<file path="config.mk">
export PLATFORM = sky130hd
export DESIGN_NAME = reti_refetch_seq
export DESIGN_NICKNAME = d
export VERILOG_FILES = /design/src/rtl/reti_seq_pkg.sv /design/src/rtl/reti_pc_hold.sv /design/src/rtl/reti_phase_fsm.sv /design/src/rtl/reti_bus_drive.sv /design/src/rtl/reti_refetch_seq.sv
export SDC_FILE = /design/constraint.sdc
export NUM_CORES = 1
export LEC_CHECK = 0
export BUFFER_PORTS_ARGS = -buffer_cell sky130_fd_sc_hd__buf_4
export CORE_UTILIZATION = 50
export DETAILED_ROUTE_END_ITERATION = 10
export PLACE_DENSITY = 0.74
export SLEW_MARGIN = 40
export SYNTH_ARGS = -nofsm -noshare
export SYNTH_HDL_FRONTEND = slang
export SYNTH_SLANG_ARGS = --single-unit
</file>
<file path="constraint.sdc">
create_clock -name clk -period 2.7 [get_ports clk]
set_input_delay 0.135 -clock clk [delete_from_list [all_inputs] [get_ports clk]]
set_output_delay 0.135 -clock clk [all_outputs]
set_load 0.05 [all_outputs]
</file>
<file path="src/rtl/reti_seq_pkg.sv">
package reti_seq_pkg;

    typedef enum logic [2:0] {
        PH_IDLE,
        PH_FETCH_A,
        PH_FETCH_B,
        PH_GAP,
        PH_REFETCH_A,
        PH_REFETCH_B,
        PH_TAIL
    } phase_e;

    localparam logic [7:0] OP_PREFIX  = 8'hED;
    localparam logic [7:0] OP_RET_INT = 8'h4D;

    localparam int FETCH_T   = 3;
    localparam int STRETCH_T = 4;

    typedef struct packed {
        logic mreq;
        logic rd;
        logic m1;
        logic st;
        logic t1;
    } strobe_t;

    function automatic logic is_refetch(input phase_e ph);
        return (ph == PH_REFETCH_A) || (ph == PH_REFETCH_B);
    endfunction

    function automatic logic drives_bus(input phase_e ph, input int step);
        case (ph)
            PH_FETCH_A, PH_FETCH_B, PH_REFETCH_B: return 1'b1;
            PH_REFETCH_A:                         return step < FETCH_T;
            default:                              return 1'b0;
        endcase
    endfunction

    function automatic int max3(input int a, input int b, input int c);
        int m;
        m = a;
        if (b > m) m = b;
        if (c > m) m = c;
        return m;
    endfunction

endpackage

</file>
<file path="src/rtl/reti_pc_hold.sv">
module reti_pc_hold #(
    parameter int ADDR_W = 16
) (
    input  logic              clk,
    input  logic              rst,
    input  logic              launch,
    input  logic              busy,
    input  logic [ADDR_W-1:0] pc_in,
    output logic [ADDR_W-1:0] pc_base,
    output logic [ADDR_W-1:0] pc_succ
);

    logic [ADDR_W-1:0] pc_q;
    logic              past_ok;

    always_ff @(posedge clk) begin
        if (rst) begin
            pc_q    <= '0;
            past_ok <= 1'b0;
        end else begin
            past_ok <= 1'b1;
            if (launch) pc_q <= pc_in;
        end
    end

    assign pc_base = pc_q;
    assign pc_succ = pc_q + {{(ADDR_W-1){1'b0}}, 1'b1};

    // the fetch address is frozen for the whole instruction
    a_r3_pc_held: assert property (@(posedge clk) disable iff (rst)
        (past_ok && $past(busy)) |-> $stable(pc_q));

endmodule

</file>
<file path="src/rtl/reti_phase_fsm.sv">
module reti_phase_fsm
    import reti_seq_pkg::*;
#(
    parameter int GAP_T   = 3,
    parameter int TAIL_MC = 5,
    parameter int TAIL_T  = 6,
    parameter int STEP_W  = 3,
    parameter int TAIL_W  = 3
) (
    input  logic              clk,
    input  logic              rst,
    input  logic              t_adv,
    input  logic              start,
    input  logic [7:0]        data_in,
    output phase_e            phase,
    output logic [STEP_W-1:0] step,
    output logic              launch,
    output logic              done,
    output logic              reti
);

    localparam int TAIL_FIRST = TAIL_T - (TAIL_MC - 1);

    phase_e            phase_q;
    logic [STEP_W-1:0] step_q;
    logic [TAIL_W-1:0] tail_q;
    logic [STEP_W-1:0] cur_last;
    logic              at_last;
    logic              done_q;
    logic              reti_q;
    logic              past_ok;

    always_comb begin
        case (phase_q)
            PH_FETCH_A, PH_FETCH_B, PH_REFETCH_B: cur_last = STEP_W'(FETCH_T - 1);
            PH_REFETCH_A:                         cur_last = STEP_W'(STRETCH_T - 1);
            PH_GAP:                               cur_last = STEP_W'(GAP_T - 1);
            PH_TAIL: cur_last = (tail_q == '0) ? STEP_W'(TAIL_FIRST - 1) : '0;
            default:                              cur_last = '0;
        endcase
    end

    assign at_last = (step_q == cur_last);
    assign launch  = (phase_q == PH_IDLE) && start && t_adv;

    always_ff @(posedge clk) begin
        if (rst) begin
            phase_q <= PH_IDLE;
            step_q  <= '0;
            tail_q  <= '0;
            done_q  <= 1'b0;
            reti_q  <= 1'b0;
            past_ok <= 1'b0;
        end else begin
            past_ok <= 1'b1;
            done_q  <= 1'b0;
            if (t_adv) begin
                if (phase_q == PH_IDLE) begin
                    if (start) begin
                        phase_q <= PH_FETCH_A;
                        step_q  <= '0;
                    end
                end else if (!at_last) begin
                    step_q <= step_q + 1'b1;
                end else begin
                    step_q <= '0;
                    case (phase_q)
                        PH_FETCH_A: begin
                            if (data_in == OP_PREFIX) begin
                                phase_q <= PH_FETCH_B;
                            end else begin
                                phase_q <= PH_IDLE;
                                done_q  <= 1'b1;
                                reti_q  <= 1'b0;
                            end
                        end
                        PH_FETCH_B: begin
                            if (data_in == OP_RET_INT) begin
                                phase_q <= PH_GAP;
                            end else begin
                                phase_q <= PH_IDLE;
                                done_q  <= 1'b1;
                                reti_q  <= 1'b0;
                            end
                        end
                        PH_GAP:       phase_q <= PH_REFETCH_A;
                        PH_REFETCH_A: phase_q <= PH_REFETCH_B;
                        PH_REFETCH_B: begin
                            phase_q <= PH_TAIL;
                            tail_q  <= '0;
                        end
                        PH_TAIL: begin
                            if (tail_q == TAIL_W'(TAIL_MC - 1)) begin
                                phase_q <= PH_IDLE;
                                done_q  <= 1'b1;
                                reti_q  <= 1'b1;
                            end else begin
                                tail_q <= tail_q + 1'b1;
                            end
                        end
                        default: phase_q <= PH_IDLE;
                    endcase
                end
            end
        end
    end

    assign phase = phase_q;
    assign step  = step_q;
    assign done  = done_q;
    assign reti  = reti_q;

    // the repeated first-byte cycle spans four T-states
    a_r5_stretch_len: assert property (@(posedge clk) disable iff (rst)
        (past_ok && phase_q == PH_REFETCH_B && $past(phase_q) == PH_REFETCH_A)
            |-> $past(step_q) == STEP_W'(STRETCH_T - 1));

    // the idle gap is entered only after the second byte was 0x4D
    a_r4_pair_needed: assert property (@(posedge clk) disable iff (rst)
        (past_ok && phase_q == PH_GAP && $past(phase_q) == PH_FETCH_B)
            |-> $past(data_in) == OP_RET_INT);

    // without a phase advance the sequencer stands still
    a_r9_freeze: assert property (@(posedge clk) disable iff (rst)
        (past_ok && !$past(t_adv) && !$past(rst))
            |-> (phase_q == $past(phase_q) && step_q == $past(step_q)));

    // done lasts a single clock
    a_r10_done_pulse: assert property (@(posedge clk) disable iff (rst)
        done_q |=> !done_q);

endmodule

</file>
<file path="src/rtl/reti_bus_drive.sv">
module reti_bus_drive
    import reti_seq_pkg::*;
#(
    parameter int ADDR_W = 16,
    parameter int STEP_W = 3
) (
    input  phase_e            phase,
    input  logic [STEP_W-1:0] step,
    input  logic              m1_mode,
    input  logic [ADDR_W-1:0] pc_base,
    input  logic [ADDR_W-1:0] pc_succ,
    output logic [ADDR_W-1:0] addr,
    output strobe_t           strb,
    output logic              busy
);

    logic strobing;

    always_comb begin
        busy      = (phase != PH_IDLE);
        strobing  = drives_bus(phase, int'(step));
        strb.mreq = strobing;
        strb.rd   = strobing;
        strb.m1   = strobing && (is_refetch(phase) || m1_mode);
        strb.st   = (phase == PH_FETCH_A);
        strb.t1   = busy && (step == '0);
        addr      = (phase == PH_FETCH_B || phase == PH_REFETCH_B) ? pc_succ : pc_base;
    end

endmodule

</file>
<file path="src/rtl/reti_refetch_seq.sv">
module reti_refetch_seq
    import reti_seq_pkg::*;
#(
    parameter int ADDR_W  = 16,
    parameter int GAP_T   = 3,
    parameter int TAIL_MC = 5,
    parameter int TAIL_T  = 6
) (
    input  logic              clk,
    input  logic              rst,
    input  logic              t_adv,
    input  logic              start,
    input  logic              m1_mode,
    input  logic [ADDR_W-1:0] pc_in,
    input  logic [7:0]        data_in,
    output logic [ADDR_W-1:0] addr,
    output logic              mreq,
    output logic              rd,
    output logic              m1,
    output logic              st,
    output logic              t1,
    output logic              busy,
    output logic              done,
    output logic              reti
);

    localparam int MAX_LEN = max3(GAP_T, TAIL_T, STRETCH_T);
    localparam int STEP_W  = $clog2(MAX_LEN + 1);
    localparam int TAIL_W  = $clog2(TAIL_MC + 1);

    phase_e            phase;
    logic [STEP_W-1:0] step;
    logic              launch;
    logic [ADDR_W-1:0] pc_base;
    logic [ADDR_W-1:0] pc_succ;
    strobe_t           strb;

    reti_phase_fsm #(
        .GAP_T  (GAP_T),
        .TAIL_MC(TAIL_MC),
        .TAIL_T (TAIL_T),
        .STEP_W (STEP_W),
        .TAIL_W (TAIL_W)
    ) u_fsm (
        .clk    (clk),
        .rst    (rst),
        .t_adv  (t_adv),
        .start  (start),
        .data_in(data_in),
        .phase  (phase),
        .step   (step),
        .launch (launch),
        .done   (done),
        .reti   (reti)
    );

    reti_pc_hold #(
        .ADDR_W(ADDR_W)
    ) u_pc (
        .clk    (clk),
        .rst    (rst),
        .launch (launch),
        .busy   (busy),
        .pc_in  (pc_in),
        .pc_base(pc_base),
        .pc_succ(pc_succ)
    );

    reti_bus_drive #(
        .ADDR_W(ADDR_W),
        .STEP_W(STEP_W)
    ) u_drv (
        .phase  (phase),
        .step   (step),
        .m1_mode(m1_mode),
        .pc_base(pc_base),
        .pc_succ(pc_succ),
        .addr   (addr),
        .strb   (strb),
        .busy   (busy)
    );

    assign mreq = strb.mreq;
    assign rd   = strb.rd;
    assign m1   = strb.m1;
    assign st   = strb.st;
    assign t1   = strb.t1;

    // an idle bus carries no strobe
    a_r1_idle_quiet: assert property (@(posedge clk) disable iff (rst)
        !busy |-> !(mreq || rd || m1 || st));

    // the first-fetch marker only appears inside a strobed fetch
    a_r2_st_in_fetch: assert property (@(posedge clk) disable iff (rst)
        st |-> (mreq && rd && busy));

    // with mode 0 the first fetch carries no M1
    a_r6_m1_gated: assert property (@(posedge clk) disable iff (rst)
        (!m1_mode && st) |-> !m1);

    // with mode 1 the first fetch carries M1
    a_r7_m1_open: assert property (@(posedge clk) disable iff (rst)
        (m1_mode && st) |-> m1);

    // the end pulse is given while idle
    a_r10_done_idle: assert property (@(posedge clk) disable iff (rst)
        done |-> !busy);

endmodule

</file>
======== Yosys cells after proc, flatten, opt, wreduce, memory -nomap -nowiden ========
Cells that the tools add are included.
cells by class
  add/sub/neg operators ................... 3
  multiply operators ...................... 0
  divide/modulo/power cells ............... 0
  $lt $le $gt $ge ......................... 1
  equal/unequal tests ..................... 16
  shifts and indexed selects .............. 0
  muxes and demuxes ....................... 24
  bitwise logic cells ..................... 3
  reduce and logical (&&, ||, !) cells .... 21
operators with widths
  cell                                                                   count
  3-bit two-way mux                                                      8
  3-bit one-hot mux with 6 select lines                                  1
  16-bit by 1-bit adder with 16-bit output, second input constant        1
  16-bit two-way mux                                                     1
  3-bit equality test, second input constant                             4
  3-bit logical NOT                                                      3
  3-bit one-hot mux with 3 select lines                                  1
  8-bit by 7-bit equality test with 1-bit output, second input constant  1
  8-bit equality test, second input constant                             1
  2-bit inequality test, second input constant                           4
  4-bit OR reduction                                                     2
  1-bit two-way mux                                                      7
  7-bit AND reduction                                                    1
  3-bit by 1-bit adder with 3-bit output, second input constant          2
  3-bit by 2-bit equality test with 1-bit output, second input constant  2
  1-bit one-hot mux with 3 select lines                                  2
  3-bit one-hot mux with 2 select lines                                  1
  3-bit nonzero test                                                     2
  5-bit AND reduction                                                    1
  1-bit logical AND                                                      4
  2-bit two-way mux                                                      2
  4-bit AND reduction                                                    1
  2-bit nonzero test                                                     2
  3-bit by 1-bit equality test with 1-bit output, second input constant  1
  9 further kinds                                                        13
word-level totals
  register bits after elaboration ......... 27
  bits in latches ......................... 0
  RAM bits ................................ 0
  memory bits (read-only) ................. 0
  bits of input ports ..................... 29
  output and inout bits ................... 24
  word-level logic and storage cells ...... 74
  memories kept ........................... 0

======== Longest topological paths before layout ========
  depth after elaboration ................. 6
  gate-level depth with buffers ........... 7
  gate-level depth less buffers ........... 7

======== By module ========
From an unflattened synthesis, not the netlist that was laid out.
unflattened totals
  cell total of the unflattened synthesis .. 276
  area, all modules ....................... 2,268.4 um^2
by module, submodules not included
  module          instances  cells an instance  area an instance (um^2)  sequential area each (um^2)
  reti_pc_hold    1          93                 869.6                    320.3
  reti_phase_fsm  1          92                 807.0                    220.2
  reti_bus_drive  1          91                 591.8                    0.0

======== Worst setup path after synthesis ========
OpenSTA, ideal clock, no wires.
  path type ............................... register to output
  start ................................... register u_fsm.phase_q[2] (netlist: u_fsm.phase[2])
  end ..................................... output port m1
  arrival ................................. 3.490 ns
  data required time ...................... 2.565 ns
  slack ................................... -0.925 ns
  cell stages (with the launch flop) ...... 7
  buffers on the path ..................... 3
  cell sequence ........................... dfxtp_1 -> buf_6 -> clkbuf_1 -> clkbuf_1 -> a31oi_1 -> o21ai_0 -> a21boi_0
between the ends
  cells in the longest elaborated chain, start to end .. 4
  elaborated cells on any way between the ends .. 9
  classes of those cells .................. eq/ne: 4; mux: 1; reduce/logical: 4
RTL lines
  item                                                                    RTL line                RTL
  from (decl)                                                             reti_phase_fsm.sv:24    phase_e phase_q;
  from (signal assigned)                                                  reti_phase_fsm.sv:48    phase_q <= PH_IDLE;
  from (signal assigned)                                                  reti_phase_fsm.sv:60    phase_q <= PH_FETCH_A;
  from (signal assigned)                                                  reti_phase_fsm.sv:70    phase_q <= PH_FETCH_B;
  3-bit by 1-bit equality test with 1-bit output (tied with other cells)  reti_seq_pkg.sv:32      case (ph)
  3-bit OR reduction                                                      reti_seq_pkg.sv:32
  1-bit one-hot mux with 2 select lines (*)                               reti_seq_pkg.sv:32
  net mreq                                                                reti_refetch_seq.sv:17  output logic mreq,
  1-bit logical AND (*)                                                   reti_bus_drive.sv:24    strb.m1 = strobing && (is_refetch(phase) || m1_mode);
  to (decl)                                                               reti_refetch_seq.sv:19  output logic m1,
Mark *: on every way through the listed nets, which the timed path passes. The rest lies on a longest branch.

======== Worst setup path after layout ========
  start ................................... register u_fsm.phase_q[2] (netlist: u_fsm.phase[2])
  end ..................................... output port addr[13]
between the ends
  cells in the longest elaborated chain, start to end .. 3
  elaborated cells on any way between the ends .. 4
  classes of those cells .................. eq/ne: 2; mux: 1; reduce/logical: 1
RTL lines
  item                                                                                   RTL line                RTL
  3-bit by 2-bit equality test with 1-bit output or 3-bit equality test (tied branches)  reti_bus_drive.sv:27    addr = (phase == PH_FETCH_B || phase == PH_REFETCH_B) ? pc_succ : pc_base;
  1-bit logical OR (*)                                                                   reti_bus_drive.sv:27
  16-bit two-way mux (*)                                                                 reti_bus_drive.sv:27
  to (decl)                                                                              reti_refetch_seq.sv:16  output logic [ADDR_W-1:0] addr,
Mark *: on every way between the ends. The rest lies on a longest branch, timed or not.

==> results_dict.tcl <==
set metrics [dict create \
    core_um2 3416 \
    cp.required_ns 2.57 \
    io_buffers 52 \
    power_density_nw_per_um2 387.5 \
    highest_layer "met4" \
    remaining_drc_errors 0 \
    clk_path_buf_depth 2 \
    drt_iter0_markers 94 \
    syn_area_um2 1817 \
    wl_met3_um 133 \
    finalHoldViolCount 0 \
    cellLeakagePower_nw 0.9446 \
    fin_nets 331 \
    numCtsBuffers 3 \
    drt_pass1_iterations 4 \
    place_congestion 0.7853 \
    synth_edf_count 0 \
    die_w_um 62.28 \
    clock_latency_ns 0.32 \
    start_util_pct 53.19 \
    grt_start_max_net_pins 27 \
    worst-setup-path-type "flop to output pin" \
    synthFlopType "dfxtp_1" \
    ys_types 52 \
    post_route_cells_drive_above_1_share_pct 21.96 \
    grt.overflow.total 0 \
    wl_met2_mm 1.838 \
    worst_pin_slew_ns 0.6286 \
    die_h_um 62.28 \
    seq_area_um2 540.5 \
    endpoint_kind "output pin" \
    setup_viol 0 \
    pin_count 53 \
    fp-row-count 21 \
    ys_ff_latch 27 \
    ir_worst_vdd_mv 0.2584 \
    tritoncts "built" \
    relSlewSlack_pct 57.98 \
    max_freq_mhz 402.0 \
    synth_area_leaders "dfxtp_1 30%, nand2_1 11%, a21oi_1 6.9%, xnor2_1 4.3%, nor2_1 3.5%" \
    path_clk_slew_ns 0.14 \
    worst_slack_ns 0.2123 \
    num-fill-cells 331 \
    pre_cts_slack_ns 0.5001 \
    arrival_ns 2.35 \
    rsz0062_at_grt "no" \
    grt_pass1_wl_mm 7.176 \
    setup_tns_ns 0 \
    yosysSeqAreaShare_pct 29.75 \
    yosys_warnings 0 \
    htree_levels 1 \
    syn_inst 252 \
    finalMaxSlewViolations 0 \
    grt_usage_pct 22.52 \
    postCtsHoldBufs 0 \
    path_max_fanout 12 \
    skew_ns 0.009145 \
    multiInputGateArea_um2 1174 \
    finalPower_mw 0.8728 \
    antenna_found_initial 0 \
    wl_met1_mm 2.082 \
    numClockSinks 27 \
    grt_pass1_vias 1589 \
    hp-class "input pin to flop" \
    critPathLaunchType "flop" \
    synthesis.nets 286 \
    routed_wl_mm 4.078 \
    via_per_inst 5.342 \
    status "complete, no violations" \
    wire_per_inst_um 11.92 \
    vias 1827 \
    hpwlAfterDp_mm 3.067 \
    yosysMostFrequentCell "nand2_1" \
    final.period_utilization_pct 92.14 \
    dieArea_um2 3879 \
    synth_top_cell_by_area "dfxtp_1" \
    avgSynthCellArea_um2 7.209 \
    synth_top_area_share_pct 29.75 \
    cap_viol_max_count 0 \
    period_minus_slack_ns 2.488 \
    syn_to_final_growth_pct 23.97 \
    synthArstFlopShare_pct 0 \
    yosys-top-cells-count "51 x nand2_1, 27 x dfxtp_1, 25 x a21oi_1" \
    clockRootBuffer "clkbuf_4" \
    ant_nets 0 \
    antenna_cells 0 \
]
[cells in the final DEF (no fill, tap or decap), drive strengths merged, types with 2 or more instances in the layout]
| cell | count |
|---|---|
| a21oi | 25 |
| o31ai | 2 |
| nand4 | 3 |
| o21ai | 10 |
| xor2 | 7 |
| nand2b | 6 |
| nor2 | 17 |
| buf | 55 |
| xnor2 | 9 |
| o22ai | 2 |
| a41oi | 2 |
| o211ai | 2 |
| inv | 11 |
| or4 | 2 |
| nor3 | 5 |
| a211oi | 2 |
| nand3b | 2 |
| ha | 5 |
| or2 | 3 |
| nor3b | 2 |
| nand3 | 10 |
| and3 | 4 |
| clkbuf | 4 |
| nor2b | 5 |
| dfxtp | 27 |
| nand2 | 51 |
[area by class of cell]
cell class | instances | share of cell area, %
clock buffer | 4 | 1.167
sequential | 27 | 24.00
timing repair buffer | 55 | 18.33
inverter | 11 | 1.833
tap | 46 | 2.556
multi-input combinational | 199 | 52.11
[final timing paths]
check | start | end | slack (ns) | cells past startpoint
max reg2reg | u_fsm.phase[2] | u_fsm.tail_q[0] | 0.55 | 6
min | pc_in[13] | u_pc.pc_base[13] | 0.04 | 3
max | u_fsm.phase[2] | addr[13] | 0.21 | 6
min reg2reg | u_pc.pc_base[15] | u_pc.pc_base[15] | 0.48 | 2
[stage by stage]
stage               util, %  instance area [um2]  hold WS (ns)  cells
global placement      65.02                 2221        0.3833    338
finish                65.93                 2252       0.04135    342
CTS                   65.79                 2247       0.02445    342
global route          65.93                 2252       0.01350    342
detailed placement    65.02                 2221        0.3918    338
floorplan                 -                 1821        0.2710    252
[cells by family (layout without fill, tap and decap cells)]
kind of cell,Yosys count,in the layout,share of synthesized area (%)
compound gates,61,61,21.76
xor+xnor,16,16,7.714
fa+ha+maj,5,5,3.444
buf+inv,26,70,6.130
flops,27,27,29.75
mux,1,1,0.6198
simple gates,116,116,30.58
[power by group]
| part | total [mW] | switching (mW) | internal [mW] | leakage, nW |
|---|---|---|---|---|
| registers | 0.435 | 0.0208 | 0.415 | 0.220 |
| logic | 0.270 | 0.168 | 0.102 | 0.710 |
| clock network | 0.167 | 0.110 | 0.0578 | 0.0150 |
[flip-flops by register name, summed over array words and instances, names as in the netlist]
signal and count:
u_fsm.phase 3, u_fsm.tail_q 3, u_pc.pc_base 16, u_fsm.step 3
u_fsm.done 1, u_fsm.reti 1
[what timing repair did]
action | CTS | global route
hold endpoints to repair | 0 | 0
setup endpoints to repair | 0 | 2
resized for setup | 0 | 1
setup buffers | 0 | 0
[worst max-delay path, stage by stage, from the launching register on]
cell       delay, ns
dfxtp_1         0.60
and3b_1         0.26
o2111ai_1       0.25
or2_2           0.40
nor2_1          0.12
xor2_1          0.17
buf_4           0.22
[per-layer routing]
metal  vias to the layer above  global-route usage (%)
li1                        968                       -
met1                       823                   31.60
met2                        34                   35.71
met3                         2                   4.044
met4                         0                   5.233
met5                         -                       0
Power figures use the tool's default switching activity.
